<file path="config.mk">
export PLATFORM = sky130hd
export DESIGN_NAME = rdr_rx_ring_writer
export DESIGN_NICKNAME = d
export VERILOG_FILES = /design/src/rtl/rdr_pkg.sv /design/src/rtl/rdr_byte_fifo.sv /design/src/rtl/rdr_ring_step.sv /design/src/rtl/rdr_desc_addr.sv /design/src/rtl/rdr_flag_pack.sv /design/src/rtl/rdr_rx_ring_writer.sv
export SDC_FILE = /design/constraint.sdc
export NUM_CORES = 1
export LEC_CHECK = 0
export BUFFER_PORTS_ARGS = -buffer_cell sky130_fd_sc_hd__buf_2
export CAP_MARGIN = 20
export CORE_ASPECT_RATIO = 0.6
export CORE_MARGIN = 2
export CORE_UTILIZATION = 31
export CTS_CLUSTER_DIAMETER = 30
export CTS_CLUSTER_SIZE = 20
export DETAILED_ROUTE_END_ITERATION = 10
export PLACE_DENSITY = 0.52
export SLEW_MARGIN = 20
export SYNTH_ARGS = -nofsm -noshare
export SYNTH_HDL_FRONTEND = slang
export SYNTH_HIERARCHICAL = 1
export SYNTH_SLANG_ARGS = --single-unit
</file>
<file path="constraint.sdc">
create_clock -name clk -period 5.9 [get_ports clk]
set_input_delay 1.18 -clock clk [delete_from_list [all_inputs] [get_ports clk]]
set_output_delay 1.18 -clock clk [all_outputs]
set_load 0.02 [all_outputs]
</file>
<file path="src/rtl/rdr_pkg.sv">
// Shared constants and types for the receive descriptor ring writer.
// Assumes 24-bit host addresses and 16-bit descriptor words.
package rdr_pkg;
    localparam int ADDR_W     = 24;
    localparam int LEN_W      = 12;
    localparam int SIZE_W     = 13;
    localparam int LOG2_W     = 3;
    localparam int IDX_W      = (1 << LOG2_W) - 1;

    // Flag byte bit positions; the host decodes these.
    localparam int FL_END  = 0;
    localparam int FL_STA  = 1;
    localparam int FL_BUF  = 2;
    localparam int FL_CRC  = 3;
    localparam int FL_OVF  = 4;
    localparam int FL_FRM  = 5;
    localparam int FL_ERR  = 6;
    localparam int FL_DEV  = 7;

    // Descriptor word byte offsets.
    localparam logic [ADDR_W-1:0] OFS_BASE = 24'd0;
    localparam logic [ADDR_W-1:0] OFS_FLAG = 24'd2;
    localparam logic [ADDR_W-1:0] OFS_SIZE = 24'd4;
    localparam logic [ADDR_W-1:0] OFS_LEN  = 24'd6;

    typedef enum logic [3:0] {
        S_IDLE, S_F1, S_F2, S_F3, S_F4, S_WBC,
        S_DATA, S_LEN, S_FLAG, S_OVF, S_DISC
    } wr_state_t;

    typedef struct packed {
        logic       fram;
        logic       crc;
        logic       last;
        logic [7:0] data;
    } rx_ent_t;
endpackage

</file>
<file path="src/rtl/rdr_byte_fifo.sv">
// Small synchronous queue between the MAC byte stream and the DMA engine.
// Assumes DEPTH is a power of two; a push into a full queue is dropped.
module rdr_byte_fifo #(
    parameter int DEPTH = 16,
    parameter int WIDTH = 11
) (
    input  logic             clk,
    input  logic             rst_n,
    input  logic             push,
    input  logic [WIDTH-1:0] din,
    input  logic             pop,
    output logic [WIDTH-1:0] dout,
    output logic             empty,
    output logic             full
);
    localparam int PW = $clog2(DEPTH);

    logic [WIDTH-1:0] store [DEPTH];
    logic [PW:0]      wr_p;
    logic [PW:0]      rd_p;

    assign empty = (wr_p == rd_p);
    assign full  = (wr_p[PW] != rd_p[PW]) && (wr_p[PW-1:0] == rd_p[PW-1:0]);
    assign dout  = store[rd_p[PW-1:0]];

    // Pointer update on push and pop.
    always_ff @(posedge clk) begin
        if (!rst_n) begin
            wr_p <= '0;
            rd_p <= '0;
        end else begin
            if (push && !full) wr_p <= wr_p + 1'b1;
            if (pop && !empty) rd_p <= rd_p + 1'b1;
        end
    end

    // Entry storage, written without reset.
    always_ff @(posedge clk) begin
        if (push && !full) store[wr_p[PW-1:0]] <= din;
    end
endmodule

</file>
<file path="src/rtl/rdr_ring_step.sv">
// Next ring position, wrapping modulo 2**log2.
// Assumes the current index is already inside the ring.
module rdr_ring_step
    import rdr_pkg::*;
(
    input  logic [IDX_W-1:0]  idx,
    input  logic [LOG2_W-1:0] log2,
    output logic [IDX_W-1:0]  next_idx
);
    logic [IDX_W-1:0] mask;

    // Mask from log2, then advance with wrap.
    always_comb begin
        mask     = IDX_W'((32'd1 << log2) - 32'd1);
        next_idx = (idx + 1'b1) & mask;
    end
endmodule

</file>
<file path="src/rtl/rdr_desc_addr.sv">
// Byte address of a descriptor: ring base plus eight bytes per entry.
// Assumes the ring does not cross the top of the address space.
module rdr_desc_addr
    import rdr_pkg::*;
(
    input  logic [ADDR_W-1:0] ring_base,
    input  logic [IDX_W-1:0]  idx,
    output logic [ADDR_W-1:0] desc
);
    // Scale the index by the descriptor size.
    always_comb desc = ring_base + ADDR_W'({idx, 3'b000});
endmodule

</file>
<file path="src/rtl/rdr_flag_pack.sv">
// Builds a released flag byte; ownership is always cleared and the
// summary bit is the OR of the four error bits.
module rdr_flag_pack
    import rdr_pkg::*;
(
    input  logic       fin,
    input  logic       sta,
    input  logic       buf_e,
    input  logic       crc_e,
    input  logic       ovf_e,
    input  logic       frm_e,
    output logic [7:0] flag
);
    // Place each status bit at its fixed position.
    always_comb begin
        flag         = '0;
        flag[FL_END] = fin;
        flag[FL_STA] = sta;
        flag[FL_BUF] = buf_e;
        flag[FL_CRC] = crc_e;
        flag[FL_OVF] = ovf_e;
        flag[FL_FRM] = frm_e;
        flag[FL_ERR] = buf_e | crc_e | ovf_e | frm_e;
        flag[FL_DEV] = 1'b0;
    end
endmodule

</file>
<file path="src/rtl/rdr_rx_ring_writer.sv">
// Receive DMA back end: moves MAC bytes into host buffers named by a ring of
// four-word descriptors, chaining across buffers and handing each descriptor
// back with length and status. Assumes memory read data one cycle after a
// read, and a MAC byte rate the internal queue can absorb during fetches.
module rdr_rx_ring_writer
    import rdr_pkg::*;
#(
    parameter int FIFO_DEPTH = 16
) (
    input  logic               clk,
    input  logic               rst_n,
    input  logic [15:0]        cfg_ring_lo,
    input  logic [7:0]         cfg_ring_hi,
    input  logic [LOG2_W-1:0]  cfg_ring_log2,
    input  logic               rx_valid,
    input  logic [7:0]         rx_data,
    input  logic               rx_last,
    input  logic               rx_crc_err,
    input  logic               rx_frame_err,
    output logic               mem_rd,
    output logic               mem_wr,
    output logic [ADDR_W-1:0]  mem_addr,
    output logic [1:0]         mem_be,
    output logic [15:0]        mem_wdata,
    input  logic [15:0]        mem_rdata,
    output logic               irq_rx,
    output logic               ev_missed
);
    localparam int ENT_W = $bits(rx_ent_t);

    wr_state_t          state;
    logic [IDX_W-1:0]   cur_idx;
    logic [IDX_W-1:0]   fetch_idx;
    logic [IDX_W-1:0]   cur_next;
    logic [ADDR_W-1:0]  ring_base;
    logic [ADDR_W-1:0]  desc_of [2];
    logic [IDX_W-1:0]   idx_of  [2];
    logic [ADDR_W-1:0]  cur_desc;
    logic [ADDR_W-1:0]  fetch_desc;
    logic [7:0]         base_hi;
    logic [ADDR_W-1:0]  buf_ptr;
    logic [SIZE_W-1:0]  buf_size;
    logic [SIZE_W-1:0]  buf_cnt;
    logic [LEN_W-1:0]   frame_len;
    logic               chain;
    logic               first_buf;
    logic               err_crc;
    logic               err_fram;
    logic               irq_q;
    logic               miss_q;

    logic [ENT_W-1:0]   f_in_v;
    logic [ENT_W-1:0]   f_out_v;
    rx_ent_t            f_out;
    logic               f_empty;
    logic               f_full;
    logic               f_pop;
    logic               buf_full;
    logic               take_byte;
    logic [ADDR_W-1:0]  byte_addr;

    logic               pk_fin, pk_sta, pk_buf, pk_crc, pk_ovf, pk_frm;
    logic [7:0]         flag_byte;
    logic               flag_wr;
    logic               len_wr;

    assign ring_base = {cfg_ring_hi, cfg_ring_lo};
    assign irq_rx    = irq_q;
    assign ev_missed = miss_q;

    // Byte queue between the MAC and the DMA engine.
    assign f_in_v = {rx_frame_err, rx_crc_err, rx_last, rx_data};
    assign f_out  = rx_ent_t'(f_out_v);

    rdr_byte_fifo #(.DEPTH(FIFO_DEPTH), .WIDTH(ENT_W)) u_fifo (
        .clk   (clk),
        .rst_n (rst_n),
        .push  (rx_valid),
        .din   (f_in_v),
        .pop   (f_pop),
        .dout  (f_out_v),
        .empty (f_empty),
        .full  (f_full)
    );

    rdr_ring_step u_step (
        .idx      (cur_idx),
        .log2     (cfg_ring_log2),
        .next_idx (cur_next)
    );

    // Descriptor addresses for the buffer being filled and the one probed.
    assign idx_of[0] = cur_idx;
    assign idx_of[1] = fetch_idx;

    for (genvar g = 0; g < 2; g++) begin : g_desc
        rdr_desc_addr u_addr (
            .ring_base (ring_base),
            .idx       (idx_of[g]),
            .desc      (desc_of[g])
        );
    end

    assign cur_desc   = desc_of[0];
    assign fetch_desc = desc_of[1];

    assign buf_full  = (buf_cnt == buf_size);
    assign take_byte = (state == S_DATA) && !f_empty && !buf_full;
    assign f_pop     = take_byte || ((state == S_DISC) && !f_empty);
    assign byte_addr = buf_ptr + ADDR_W'(buf_cnt);

    // Status inputs for the flag byte, chosen by the release kind.
    always_comb begin
        pk_fin = 1'b0;
        pk_sta = 1'b0;
        pk_buf = 1'b0;
        pk_crc = 1'b0;
        pk_ovf = 1'b0;
        pk_frm = 1'b0;
        case (state)
            S_WBC: pk_sta = first_buf;
            S_FLAG: begin
                pk_fin = 1'b1;
                pk_sta = first_buf;
                pk_crc = err_crc;
                pk_frm = err_fram;
            end
            S_OVF: begin
                pk_sta = first_buf;
                pk_buf = 1'b1;
                pk_ovf = 1'b1;
            end
            default: ;
        endcase
    end

    rdr_flag_pack u_flag (
        .fin   (pk_fin),
        .sta   (pk_sta),
        .buf_e (pk_buf),
        .crc_e (pk_crc),
        .ovf_e (pk_ovf),
        .frm_e (pk_frm),
        .flag  (flag_byte)
    );

    // Memory request for the current state.
    always_comb begin
        mem_rd    = 1'b0;
        mem_wr    = 1'b0;
        mem_addr  = '0;
        mem_be    = 2'b00;
        mem_wdata = '0;
        flag_wr   = 1'b0;
        len_wr    = 1'b0;
        case (state)
            S_F1: begin
                mem_rd   = 1'b1;
                mem_addr = fetch_desc + OFS_FLAG;
            end
            S_F2: begin
                mem_rd   = 1'b1;
                mem_addr = fetch_desc + OFS_SIZE;
            end
            S_F3: begin
                mem_rd   = 1'b1;
                mem_addr = fetch_desc + OFS_BASE;
            end
            S_WBC, S_FLAG, S_OVF: begin
                mem_wr    = 1'b1;
                flag_wr   = 1'b1;
                mem_addr  = cur_desc + OFS_FLAG;
                mem_be    = 2'b10;
                mem_wdata = {flag_byte, 8'h00};
            end
            S_LEN: begin
                mem_wr    = 1'b1;
                len_wr    = 1'b1;
                mem_addr  = cur_desc + OFS_LEN;
                mem_be    = 2'b11;
                mem_wdata = {{(16 - LEN_W){1'b0}}, frame_len};
            end
            S_DATA: begin
                if (take_byte) begin
                    mem_wr    = 1'b1;
                    mem_addr  = byte_addr;
                    mem_be    = byte_addr[0] ? 2'b10 : 2'b01;
                    mem_wdata = {f_out.data, f_out.data};
                end
            end
            default: ;
        endcase
    end

    // Frame sequencing: fetch, fill, chain, close, drop.
    always_ff @(posedge clk) begin
        if (!rst_n) begin
            state     <= S_IDLE;
            cur_idx   <= '0;
            fetch_idx <= '0;
            base_hi   <= '0;
            buf_ptr   <= '0;
            buf_size  <= '0;
            buf_cnt   <= '0;
            frame_len <= '0;
            chain     <= 1'b0;
            first_buf <= 1'b0;
            err_crc   <= 1'b0;
            err_fram  <= 1'b0;
            irq_q     <= 1'b0;
            miss_q    <= 1'b0;
        end else begin
            irq_q  <= 1'b0;
            miss_q <= 1'b0;
            case (state)
                S_IDLE: begin
                    if (!f_empty) begin
                        fetch_idx <= cur_idx;
                        chain     <= 1'b0;
                        first_buf <= 1'b1;
                        frame_len <= '0;
                        state     <= S_F1;
                    end
                end
                S_F1: state <= S_F2;
                S_F2: begin
                    if (mem_rdata[8 + FL_DEV]) begin
                        base_hi <= mem_rdata[7:0];
                        state   <= S_F3;
                    end else if (chain) begin
                        state <= S_OVF;
                    end else begin
                        miss_q <= 1'b1;
                        state  <= S_DISC;
                    end
                end
                S_F3: begin
                    buf_size <= (~mem_rdata[SIZE_W-1:0]) + 1'b1;
                    state    <= S_F4;
                end
                S_F4: begin
                    buf_ptr <= {base_hi, mem_rdata};
                    buf_cnt <= '0;
                    state   <= chain ? S_WBC : S_DATA;
                end
                S_WBC: begin
                    first_buf <= 1'b0;
                    cur_idx   <= fetch_idx;
                    state     <= S_DATA;
                end
                S_DATA: begin
                    if (!f_empty) begin
                        if (buf_full) begin
                            fetch_idx <= cur_next;
                            chain     <= 1'b1;
                            state     <= S_F1;
                        end else begin
                            buf_cnt   <= buf_cnt + 1'b1;
                            frame_len <= frame_len + 1'b1;
                            if (f_out.last) begin
                                err_crc  <= f_out.crc;
                                err_fram <= f_out.fram;
                                state    <= S_LEN;
                            end
                        end
                    end
                end
                S_LEN: state <= S_FLAG;
                S_FLAG: begin
                    irq_q   <= 1'b1;
                    cur_idx <= cur_next;
                    state   <= S_IDLE;
                end
                S_OVF: begin
                    cur_idx <= fetch_idx;
                    state   <= S_DISC;
                end
                S_DISC: begin
                    if (!f_empty && f_out.last) state <= S_IDLE;
                end
                default: state <= S_IDLE;
            endcase
        end
    end
endmodule

</file>
Word level (Yosys, flattened, before mapping)
Memories as Yosys holds them, arrays and structs flattened. A register that Yosys moved wholly into a read port is not among the register bits.
Cells that the tools add are included.
{"block": "totals", "n_memories": 1, "input_bits": 57, "out_inout_bits": 46, "word_cells": 135, "ram_bits": 176, "ff_bits": 104}
{"memory": "u_fifo.store", "words": 16, "word_bits": 11, "rd": 1, "rd_clocked_by_memory_dff": 1, "write_ports": 1, "line": "rdr_byte_fifo.sv:18", "rtl": "logic [WIDTH-1:0] store [DEPTH];"}
{"block": "classes", "n_addsub": 14, "n_shift": 1, "bitwise": 9, "n_reduce_logical": 28, "n_mux": 46, "n_eq_ne": 20}
{"cell": "24-bit case mux with 6 select lines", "count": 1}
{"cell": "24-bit by 10-bit adder with 24-bit output", "count": 2}
{"cell": "24-bit by 2-bit adder with 24-bit output, second input constant", "count": 2}
{"cell": "24-bit by 3-bit adder with 24-bit output, second input constant", "count": 2}
{"cell": "16-bit case mux with 3 select lines", "count": 1}
{"cell": "4-bit case mux with 10 select lines", "count": 1}
{"cell": "12-bit 2-to-1 mux", "count": 3}
{"cell": "4-bit 2-to-1 mux", "count": 8}
{"cell": "7-bit case mux with 2 select lines", "count": 2}
{"cell": "13-bit by 1-bit adder with 13-bit output, second input constant", "count": 2}
{"cell": "13-bit 2-to-1 mux", "count": 2}
{"cell": "13-bit case mux with 2 select lines", "count": 1}
{"cell": "24-bit by 13-bit adder with 24-bit output", "count": 1}
{"cell": "24-bit 2-to-1 mux", "count": 1}
{"cell": "12-bit case mux with 2 select lines", "count": 1}
{"cell": "7-bit 2-to-1 mux", "count": 3}
{"cell": "4-bit by 3-bit == test with 1-bit output, second input constant", "count": 4}
{"cell": "16-bit 2-to-1 mux", "count": 1}
{"cell": "4-bit AND reduction", "count": 4}
{"cell": "13-bit == test", "count": 1}
{"cell": "1-bit 2-to-1 mux", "count": 13}
{"cell": "13-bit inverter", "count": 1}
{"cell": "12-bit by 1-bit adder with 12-bit output, second input constant", "count": 1}
{"cell": "4-bit == test, second input constant", "count": 3}
{"cell": "28 further kinds", "count": 57}

Logic depth before layout (Yosys ltp)
Gate-level depths: netlist (run 1).
{"block": "depth", "word_depth": 8, "ltp_mapped": 14, "ltp_nobuf": 14}

By module
The synthesis (run 1) kept the hierarchy.
{"module": "rdr_byte_fifo", "area_per_inst_um2": 7622.3, "instances": 1, "cells_each": 348, "seq_area_each_um2": 5565.3}
{"module": "rdr_rx_ring_writer", "area_per_inst_um2": 6975.4, "instances": 1, "cells_each": 922, "seq_area_each_um2": 1881.8}
{"module": "rdr_desc_addr (g_desc[0].u_addr)", "area_per_inst_um2": 539.3, "instances": 1, "cells_each": 72, "seq_area_each_um2": 0.0}
{"module": "rdr_desc_addr (g_desc[1].u_addr)", "area_per_inst_um2": 513.0, "instances": 1, "cells_each": 65, "seq_area_each_um2": 0.0}
{"module": "rdr_ring_step", "area_per_inst_um2": 147.6, "instances": 1, "cells_each": 25, "seq_area_each_um2": 0.0}
{"module": "rdr_flag_pack", "area_per_inst_um2": 63.8, "instances": 1, "cells_each": 9, "seq_area_each_um2": 0.0}

Least setup slack after synthesis (run 1)
OpenSTA, ideal clock, no wires.
{"block": "synth_timing", "path_kind": "input-to-output", "startpoint": "input port cfg_ring_lo[3]", "endpoint": "output port mem_addr[15]", "t_required_ns": 4.720, "arrival_ns": 4.118, "cell_stages": 13, "n_path_buf": 0, "path_slack_ns": 0.602, "cell_sequence": "ha_1 fa_1 a21o_1 a221oi_2 o21bai_2 nand2_1 xnor2_1 and4_1 nand3_1 o41ai_1 o21ai_0 a221oi_1 nand3_1"}
{"block": "synth_via", "elab_chain_cells": 3, "elab_cells_between_ends": 7, "classes_between": "add/sub (6); mux (1)"}
{"item": "start: declaration", "line": "rdr_rx_ring_writer.sv:12", "rtl": "input logic [15:0] cfg_ring_lo,"}
{"item": "24-bit by 10-bit adder with 24-bit output (*)", "line": "rdr_desc_addr.sv:11", "rtl": "always_comb desc = ring_base + ADDR_W'({idx, 3'b000});"}
{"item": "via fetch_desc[11]", "line": "rdr_rx_ring_writer.sv:39", "rtl": "logic [ADDR_W-1:0] fetch_desc;"}
{"item": "24-bit by 3-bit adder with 24-bit output or 24-bit by 2-bit adder with 24-bit output (tied branches)", "line": "rdr_rx_ring_writer.sv:163, rdr_rx_ring_writer.sv:159"}
{"item": "24-bit case mux with 6 select lines (*)", "line": "rdr_rx_ring_writer.sv:156", "rtl": "case (state)"}
{"item": "end: declaration", "line": "rdr_rx_ring_writer.sv:22", "rtl": "output logic [ADDR_W-1:0] mem_addr,"}
The timed path passes the listed nets; every way through them passes the cells marked *.

Worst setup path in the final report (run 1)
{"block": "layout_timing", "startpoint": "input port cfg_ring_lo[3]", "endpoint": "output port mem_addr[13]"}
Same word-level chain as after synthesis.

==> metrics.md, run 1 <==
| Metric | Value |
|---|---|
| Yosys reg bits | `between 200 and 300` |
| Dpl hpwl | `about 36 mm` |
| Netlist cell types | `between 80 and 90` |
| Max-slew violation count | `0` |
| Clock tree buffer depth | `3` |
| Total track usage | `a little under a fifth` |
| VDD IR max | `~0.00021 V` |
| Crit-path leading delay family | `compound AO/OA/AOI/OAI gates` |
| TritonCTS clock tree | `done` |
| I/O Buffers | `~100` |
| Via count | `around 12000` |
| Tightest Pin Transition | `between 1 and 1.5 ns` |
| Hold Path Cell Cnt | `2` |
| CP Capture Type | `output pin` |
| Period minus WS final | `about 5.8 ns` |
| Min-delay worst type | `reg -> reg` |
| Initial antenna violation count | `3` |
| Routability Congestion | `0.918` |
| Synthesis Warnings | `6` |
| Achievable Freq | `between 150 and 200 MHz` |
| Metal2 WL | `19.0 mm` |
| Synthesized net count | `about 1500` |
| Switch share | `a little under a third` |
| Buf/Inv on CP | `4` |
| Syn Area/Cell | `about 11 sq um` |
| Ys flop type | `edfxtp_1` |
| Headroom to the max-slew limit | `between 30% and 40%` |
| I/O pins | `about 100` |
| Setup ws final | `about 0.14 ns` |
| Met3 wire length | `~4.4 mm` |
| Final WL | `49.8 mm` |
| Die W | `slightly below 300 um` |
| Tcrit/Tclk final | `97.6%` |
| Hold Vio Cnt, Final | `0` |
| Clk root buf | `clkbuf_16` |
| CP cell instances | `buf_2, ha_1, fa_2, a21o_1, a221oi_4, o21bai_4, nand2_1, xnor2_1, buf_4, nand4_1, o31ai_2, nand3_1, a222oi_1, buf_4, o21ai_0, buf_2` |
| Pwr Density | `344 mW/mm^2` |
| Initial core utilization | `between 30 and 40%` |
| First-iteration detailed-routing DRC count | `between 1000 and 1500` |
| Nets | `between 1500 and 2000` |
| Yosys top cell by area | `edfxtp_1` |
| Critical Path RT | `between 4 and 5 ns` |
| Worst-path maximum fanout | `7` |
| Post-route design area | `between 0.015 and 0.02 sq mm` |
| WHS | `approximately 0.46 ns` |
| Place WS | `0.0678 ns` |
| Number of global-route vias before repair | `11303` |
| DRT met1 WL | `25.6 mm` |
| Internal | `about 4.4 mW` |
| Synth top area cells | `edfxtp_1 33%, dfxtp_1 14%, mux4_1 5.6%` |
| DRC errors left | `0` |
| Comb power frac | `between 20% and 30%` |
| Core Area | `0.0508 sq mm` |
| Clock Skews | `~0.056 ns` |
| Sequential cell area fraction in the yosys report | `around 47%` |
| Net switching power | `slightly above 2 mW` |
| ANT nets after route | `0` |
| Slowest stage delay, CP | `about 0.45 ns` |
| DR vias/cell | `roughly 5.4` |
| Clk pwr share | `roughly 42%` |
| Maxcap violations | `0` |
| Sequential Power Share | `between 30% and 40%` |
| Synth Instances | `1441` |
| Total die area | `0.0531 sq mm` |
| Post-Syn Area | `0.0159 sq mm` |
| Outcome | `complete, no violations` |
| DRT Pass-1 Iters | `5` |
| EDFF count, synth | `176` |
| Chip height | `about 180 um` |
| WL/cell | `21.8 um` |
| # setup viols final | `0` |
| Skew-Pair Late Insertion Delay | `around 0.57 ns` |
| R2R depth | `10` |
| Lkg Pwr | `6.86 nW` |
| First-pass GRT wire length | `around 73 mm` |
| H-tree lvl count | `2` |
| Crit path DAT | `~4.6 ns` |
| Clock Pin Slew Worst Setup and Hold Paths | `about 0.06 ns` |
| Crit Path Category | `in -> out` |
| Num CTS Buffers | `45` |
| Total power draw | `6.49 mW` |
| Layout cells sized above 1 | `18.2%` |
| Remaining global-route overflow | `0` |
| Syn-to-layout area delta | `19.0%` |
| Asr flop ratio synth | `0%` |
| Worst path depth | `16` |
| Worst reg2reg setup slack | `2.22 ns` |
| Top Metal Used | `met4` |
| Largest net degree at the start of global routing | `50` |
| Placed cell area | `0.0172 sq mm` |
| Synth top area share | `about a third` |
| Clk sinks | `roughly 280` |
| Worst setup SP type | `primary input` |
| Crit-path slowest cell | `a222oi_1` |
| Num rows | `64` |
[registers in the layout, summed over array words and instances, names as in the netlist, named ones only]
name / count
u_fifo/store: 176
buf_ptr: 24
buf_cnt: 13
buf_size: 13
frame_len: 12
base_hi: 8
cur_idx: 7
fetch_idx: 7
u_fifo/rd_p: 5
u_fifo/wr_p: 5
state: 4
chain: 1
err_crc: 1
err_fram: 1
ev_missed: 1
first_buf: 1
irq_rx: 1
[repair_timing]
item | in CTS | in global routing
setup buffers | 0 | 1
hold buffers | 0 | 0
resized for setup | 0 | 22
setup endpoints to repair | 0 | 10
[layout make-up]
type / instances / area [sq um]
Multi-Input combinational cell: 1048 / 8020
Sequential cell: 284 / 7450
Tap cell: 693 / 867
Clock buffer: 50 / 1180
Fill cell: 5068 / 31900
Antenna cell: 1 / 2.50
Inverter: 31 / 116
Timing Repair Buffer: 145 / 833
Clock inverter: 33 / 417
[cell usage in the layout, fill, tap and decap left out, types with 26 or more instances in the layout]
cell | Yosys | layout
nand2_1 | 182 | 182
edfxtp_1 | 176 | 176
dfxtp_1 | 108 | 106
buf_2 | 19 | 102
nand3_1 | 69 | 68
xnor2_1 | 70 | 68
nor2_1 | 63 | 63
a21oi_1 | 61 | 60
xor2_1 | 55 | 54
clkbuf_16 | 0 | 46
buf_4 | 13 | 43
o21ai_0 | 45 | 42
a21boi_0 | 41 | 41
ha_1 | 39 | 39
and3_1 | 36 | 35
mux4_1 | 34 | 34
inv_1 | 29 | 29
nand4_1 | 26 | 26
[through the flow]
step	setup TNS, ns	std cells	utilization (%)
finish	0	2285	37.2
global route	-0.00919	2284	37.2
CTS	0	2283	37.0
detailed placement	0	2200	33.8
global placement	0	2200	33.8
floorplan	0	1441	-
[tightest hold or removal path: stages, from the launching register on]
cell      delay [ns]
dfxtp_1         0.30
nand2_1         0.05
a21boi_0        0.07
[routing by layer]
layer  up-vias  GRT usage, %
li1       5696             -
met1      6101          30.2
met2       468          23.4
met3        66          4.40
met4         0          3.72
met5         -             0
[logic make-up after synthesis]
logic type | count (synthesis) | synth area share (%)
AO/OA/AOI/OAI | 293 | 13.0
XOR/XNOR | 125 | 6.90
adder cells (fa/ha/maj) | 43 | 3.58
buffers and inverters | 109 | 3.32
flip-flops | 284 | 47.0
multiplexers | 79 | 10.1
other | 1 | 0.0236
AND/OR/NAND/NOR | 507 | 16.1
[final timing paths]
kind	end	start
min reg2reg	buf_ptr[22]	base_hi[6]
max reg2reg	state[2]	register
min	buf_ptr[22]	base_hi[6]
max	mem_addr[13]	cfg_ring_lo[3]
[power groups by stage]
stage	sequential [mW]	clock [mW]	combinational [mW]
5_1_grt	2.22	2.88	1.65
3_5_place_dp	2.26	0	1.45
3_3_place_gp	2.26	0	1.44
6_report	2.22	2.74	1.53
2_1_floorplan	2.25	0	0.933
4_1_cts	2.22	2.79	1.46
[synth_stat cells, drive strengths merged (7+ instances only)]
cell    number
a211oi       7
a21boi      41
a21o        13
a21oi       64
a22o        12
and2        15
and3        36
buf         47
clkbuf      31
dfxtp      108
edfxtp     176
ha          39
inv         29
mux2i       24
mux4        55
nand2      183
nand2b      16
nand3       70
nand4       26
nor2        64
nor2b       13
nor3        32
nor4        14
o211a       15
o211ai      21
o21ai       52
or3         10
xnor2       70
xor2        55
(Power assumes the default switching activity.)
==> inputs of run 2 (changes only) <==
--- a/config.mk
+++ b/config.mk
@@ -7,2 +7,3 @@
 export LEC_CHECK = 0
+export ABC_AREA = 1
 export BUFFER_PORTS_ARGS = -buffer_cell sky130_fd_sc_hd__buf_2
--- a/constraint.sdc
+++ b/constraint.sdc
@@ -3,2 +3,2 @@
 set_output_delay 1.18 -clock clk [all_outputs]
-set_load 0.02 [all_outputs]
+set_load 0.05 [all_outputs]
==> run 2 against run 1 <==
First-iteration DRC count grew 25%. Core utilization rose by 0.098 points. Via count up 36%. Clock power increased by 15%. Critical path depth is the same. Synthesized area increased by 12%. Synthesized cell count up 68%. Clock-buffer cell count grew 7. Routed wire length increased by 22%. Critical endpoint is now mem_addr[21]. Die area increased by 12%. Register-to-register slack improved by 0.63 ns. Critical path type unchanged. Global-route usage rose by 1.8 points.
==> metrics.md, run 2 <==
| Metric | Value |
|---|---|
| Outcome | `complete, no violations` |
| Tcrit/Tclk final | `95.6%` |
| Total power draw | `7.51 mW` |
| Post-route design area | `around 0.021 sq mm` |
| I/O pins | `roughly 100` |
| Met3 wire length | `around 5.7 mm` |
| Headroom to the max-slew limit | `roughly a third` |
| Hold Vio Cnt, Final | `0` |
| Routability Congestion | `around 0.95` |
| CP cell instances | `buf_2, ha_1, fa_1, nand3_1, nand3_1, nand2_1, nand2_1, xor2_1, nand2_1, nor2_1, nand2_1, nor3_1, or2_2, nand3_1, nand3_1, buf_2` |
| Die W | `approximately 310 um` |
| First-iteration detailed-routing DRC count | `~1700` |
| WL/cell | `around 18 um` |
| Post-Syn Area | `~0.018 sq mm` |
| Period minus WS final | `5.64 ns` |
| Dpl hpwl | `around 45 mm` |
| Initial antenna violation count | `2` |
| Lkg Pwr | `8.80 nW` |
| Skew-Pair Late Insertion Delay | `0.60 ns` |
| Clock tree buffer depth | `3` |
| # hold bufs at CTS | `0` |
| Antenna cell count | `0` |
| Clock Pin Slew Worst Setup and Hold Paths | `0.05 ns` |
| Top Metal Used | `met5` |
| Initial core utilization | `31.6%` |
| Setup TNS | `0 ns` |
| Synthesis Warnings | `6` |
| Crit path DAT | `approximately 4.5 ns` |
| Syn-to-layout area delta | `18.0%` |
| H-tree lvl count | `2` |
| First-pass GRT wire length | `~90 mm` |
| Achievable Freq | `around 180 MHz` |
| Synth Instances | `~2400` |
| Crit-path slowest cell | `fa_1` |
| Layout cells sized above 1 | `roughly 12%` |
| Critical Path RT | `4.72 ns` |
| CP Capture Type | `output pin` |
| Syn Area/Cell | `around 7.3 sq um` |
| Final WL | `approximately 61 mm` |
| Place WS | `between 0.2 and 0.3 ns` |
| Max-slew violation count | `0` |
| Remaining global-route overflow | `0` |
| Min-delay worst type | `reg -> reg` |
| Setup ws final | `between 0.2 and 0.3 ns` |
| Crit Path Category | `in -> out` |
| Clk root buf | `clkbuf_16` |
| DRT met1 WL | `~31 mm` |
| Worst-path maximum fanout | `5` |
| Non-Filler Instances | `3333` |
| I/O Buffers | `102` |
| Number of global-route vias before repair | `15382` |
| Largest net degree at the start of global routing | `93` |
| # setup viols final | `0` |
| Most frequent cells in the layout | `556 x nand2_1, 336 x inv_1, 266 x nand3_1` |
| Core Area | `approximately 0.056 sq mm` |
| DR vias/cell | `5.03` |
| Placed cell area | `0.0190 sq mm` |
| Clock Skews | `roughly 0.046 ns` |
| Inst Count DP | `about 3200` |
| WHS | `approximately 0.45 ns` |
| Slowest stage delay, CP | `roughly 0.45 ns` |
| Via count | `about 17000` |
| Total track usage | `20.1%` |
| Chip height | `approximately 190 um` |
| Metal2 WL | `around 23 mm` |
| Max reg flops | `176` |
| Nets | `about 2600` |
| Num CTS Buffers | `54` |
| Tightest Pin Transition | `~1 ns` |
| Synthesized net count | `approximately 2500` |
| Commonest non-fill, non-tap cell in the layout | `nand2_1` |
| TritonCTS clock tree | `done` |
| Unrepaired setup endpoints after global routing | `no` |
| DRT Pass-1 Iters | `6` |
| Multi-input combinational cell area | `approximately 0.0085 sq mm` |
| Total die area | `0.0592 sq mm` |
| Maxcap violations | `0` |
| Fill cell count | `5875` |
| Pwr Density | `about 360 mW/mm^2` |
| DRC errors left | `0` |
| Worst setup SP type | `primary input` |
| ANT nets after route | `0` |
| Num rows | `67` |
| FF/Latch Area | `roughly 0.0075 sq mm` |
| Clk sinks | `~280` |
| Final core area utilization | `a little under two fifths` |
| VDD IR max | `~0.00020 V` |
## run 2: final timing paths
path / slack (ns) / depth (start not counted) / to / startpoint
worst min-delay path: 0.45 / 2 / buf_ptr[23] / base_hi[7]
worst max register to register: 2.85 / 9 / state[1] / state[2]
worst min register to register: 0.45 / 2 / buf_ptr[23] / base_hi[7]
worst max-delay path: 0.26 / 16 / mem_addr[21] / cfg_ring_lo[3]
## run 2: metal layers
layer	up-vias	global-route usage, %
li1	8211	-
met1	7762	32.6
met2	709	26.3
met3	80	4.58
met4	2	4.16
met5	-	0
## run 2: cell type report
type	instances	area share [%]
Clock buffer	57	6.51
Clock inverter	45	2.51
Inverter	355	6.38
Multi-Input combinational cell	1691	40.6
Sequential cell	284	35.6
Tap cell	759	4.54
Timing Repair Buffer	142	3.87
## run 2: power breakdown
group          internal [mW]  total [mW]  leakage [nW]  switching (mW)
clock                   1.98        3.14         0.901            1.15
sequential              2.21        2.28          2.46          0.0762
combinational          0.518        2.09          5.43            1.57
total                   4.71        7.51          8.80            2.80
## run 2: critical path, delay by kind of cell
| family | cells | cell delay, ns |
|---|---|---|
| simple gates | 11 | 1.78 |
| fa+ha+maj | 2 | 0.72 |
| buf+inv | 2 | 0.39 |
| xor+xnor | 1 | 0.36 |
## run 2: what timing repair did
| item | 4_1_cts | 5_1_grt |
|---|---|---|
| gates resized for setup | 0 | 6 |
| buffers inserted | 0 | 0 |
| setup endpoints to repair | 0 | 5 |
==> inputs of run 3 (changes only) <==
CORE_UTILIZATION = 35   (was 31)
PLACE_DENSITY = 0.57   (was 0.52)
==> run 3 against run 2 <==
Via count increased by 0.22%. Clock power increased by 4%. Sequential power about the same. Global-route usage increased by 2.4 points. Critical path type unchanged. Critical path depth increased by 3. Die area decreased by 11%. Clock-buffer cell count increased by 15. Sequential share of layout area decreased by 0.068 points. Cell count decreased by 2.0%. Final area increased by 0.19%. Routed wire length decreased by 1.8%. Hold slack improved by 0.025 ns.
==> metrics.md, run 3 (same netlist as run 2, synthesis figures left out) <==
| Metric | Value |
|---|---|
| Outcome | `complete, no violations` |
| Crit path from | `cfg_ring_lo[3]` |
| Postcts setup bufs | `0` |
| Syn-to-layout area delta | `18.2%` |
| Unrepaired setup endpoints after global routing | `no` |
| Comb power frac | `a little over a quarter` |
| Nets | `approximately 2600` |
| # hold bufs at CTS | `0` |
| DRC errors left | `0` |
| TritonCTS clock tree | `done` |
| ANT nets after route | `0` |
| Fill cell count | `just over 5000` |
| Initial core utilization | `about 36%` |
| Layout cells sized above 1 | `between 10 and 15%` |
| Dpl hpwl | `~44 mm` |
| Tcrit/Tclk final | `a little over nine tenths` |
| Final core area utilization | `42.2%` |
| Clk pwr share | `42.9%` |
| Placed cell area | `0.0189 sq mm` |
| Hold Vio Cnt, Final | `0` |
| H-tree lvl count | `2` |
| Num CTS Buffers | `59` |
| Core Area | `0.0497 sq mm` |
| Via count | `roughly 17000` |
| Total die area | `between 0.05 and 0.06 sq mm` |
| # setup viols final | `0` |
| Post-route design area | `0.0210 sq mm` |
| Multi-input combinational cell area | `~0.0085 sq mm` |
| Clk root buf | `clkbuf_16` |
| Critical Path RT | `4.72 ns` |
| Switch share | `a little over a third` |
| VDD IR max | `0.000247 V` |
| Max-slew violation count | `0` |
| Inst Count DP | `~3200` |
| Internal | `slightly below 5 mW` |
| Remaining global-route overflow | `0` |
| Skew-Pair Late Insertion Delay | `a little over 0.6 ns` |
| Crit path DAT | `roughly 4.4 ns` |
| Pwr Density | `approximately 360 mW/mm^2` |
| Worst-path maximum fanout | `5` |
| Sequential Power Share | `29.9%` |
| Commonest non-fill, non-tap cell in the layout | `nand2_1` |
| Total track usage | `22.5%` |
| FF/Latch Area | `between 0.007 and 0.008 sq mm` |
| Max reg flops | `around 180` |
| Maxcap violations | `0` |
| Die W | `just under 300 um` |
| Most frequent cells in the layout | `557 x nand2_1, 336 x inv_1, 266 x nand3_1` |
| Net switching power | `about 2.8 mW` |
| I/O pins | `103` |
| Largest net degree at the start of global routing | `71` |
| WL/cell | `18.2 um` |
| Setup TNS | `0 ns` |
| Final WL | `59.5 mm` |
| DRT Pass-1 Iters | `6` |
| I/O Buffers | `just over 100` |
| Worst reg2reg setup slack | `approximately 2.9 ns` |
| First-iteration detailed-routing DRC count | `1779` |
| Clk sinks | `between 200 and 300` |
| Clock tree buffer depth | `3` |
| Min-delay worst type | `reg -> reg` |
| Num rows | `63` |
| Crit Path Category | `in -> out` |
| First-pass GRT wire length | `about 91 mm` |
| Number of global-route vias before repair | `roughly 16000` |
| Chip height | `between 150 and 200 um` |
| WHS | `0.474 ns` |
| Non-Filler Instances | `roughly 3300` |
| Routability Congestion | `roughly 0.95` |
| Initial antenna violation count | `0` |
| Period minus WS final | `5.57 ns` |
| Clock Pin Slew Worst Setup and Hold Paths | `~0.05 ns` |
| Clock Skews | `roughly 0.077 ns` |
| Lkg Pwr | `just under 9 nW` |
| Achievable Freq | `180 MHz` |
| R2R depth | `14` |
| R2r startpoint | `buf_cnt[2]` |
| DR vias/cell | `around 5.1` |
| Antenna cell count | `0` |
| Tightest Pin Transition | `roughly 1.0 ns` |
| Worst setup SP type | `primary input` |
| CP Capture Type | `output pin` |
| Worst setup path end | `mem_addr[19]` |
| Headroom to the max-slew limit | `31.4%` |
[run 3: how the worst min path moves through the flow]
| stage | from | endpoint | slack (ns) | depth (start not counted) |
|---|---|---|---|---|
| detailed placement | base_hi[7] | buf_ptr[23] | 0.45 | 2 |
| global placement | base_hi[7] | buf_ptr[23] | 0.44 | 2 |
| finish | buf_size[1] | buf_size[1] | 0.47 | 2 |
| floorplan | base_hi[7] | buf_ptr[23] | 0.42 | 2 |
| CTS | buf_size[1] | buf_size[1] | 0.48 | 2 |
| global route | frame_len[3] | frame_len[3] | 0.50 | 2 |
[run 3: power by group through the flow]
| stage | Clock [mW] | Combinational [mW] | Sequential, mW |
|---|---|---|---|
| after global placement | 0 | 2.03 | 2.32 |
| after detailed placement | 0 | 2.03 | 2.32 |
| after floorplan | 0 | 1.42 | 2.30 |
| final | 3.28 | 2.08 | 2.28 |
| after CTS | 3.33 | 2.04 | 2.28 |
| after global routing | 3.44 | 2.25 | 2.29 |
[run 3: critical path, cell delays in order]
cell	delay (ns)
buf_2	0.11
ha_1	0.22
fa_1	0.43
nand3_1	0.11
nand3_1	0.17
nand2_1	0.11
nand3_1	0.13
xor2_1	0.27
nand2_1	0.22
inv_1	0.17
nand3_1	0.15
nor2_1	0.28
nand3_1	0.14
o21ai_0	0.18
nand2_1	0.08
nand2_1	0.09
inv_1	0.05
nand2_1	0.05
buf_2	0.25
[run 3: layout make-up]
cell class | count | share of cell area [%]
tap | 682 | 4.07
clock buffer | 72 | 7.56
inverter | 355 | 6.36
multi-input combinational | 1691 | 40.4
timing repair buffer | 142 | 3.92
sequential | 284 | 35.5
clock inverter | 40 | 2.12
[run 3: repair_timing]
action                                  in CTS  in global routing
endpoints found under the setup margin       0                  1
endpoints found under the hold margin        0                  0
resized for setup                            0                  1
[run 3: per-stage QoR]
| stage | total power [mW] | worst slack [ns] |
|---|---|---|
| floorplan | 3.72 | 0.879 |
| global placement | 4.35 | 0.447 |
| detailed placement | 4.35 | 0.381 |
| CTS | 7.66 | 0.357 |
| global route | 7.98 | 0.0196 |
| finish | 7.63 | 0.334 |
[run 3: layer usage]
layer	up-vias	global-route usage (%)	routed length, um
met5	-	0	0
met1	7879	35.4	30100
met4	0	5.10	961
met3	76	4.20	5010
li1	8212	-	-
met2	634	31.2	23400
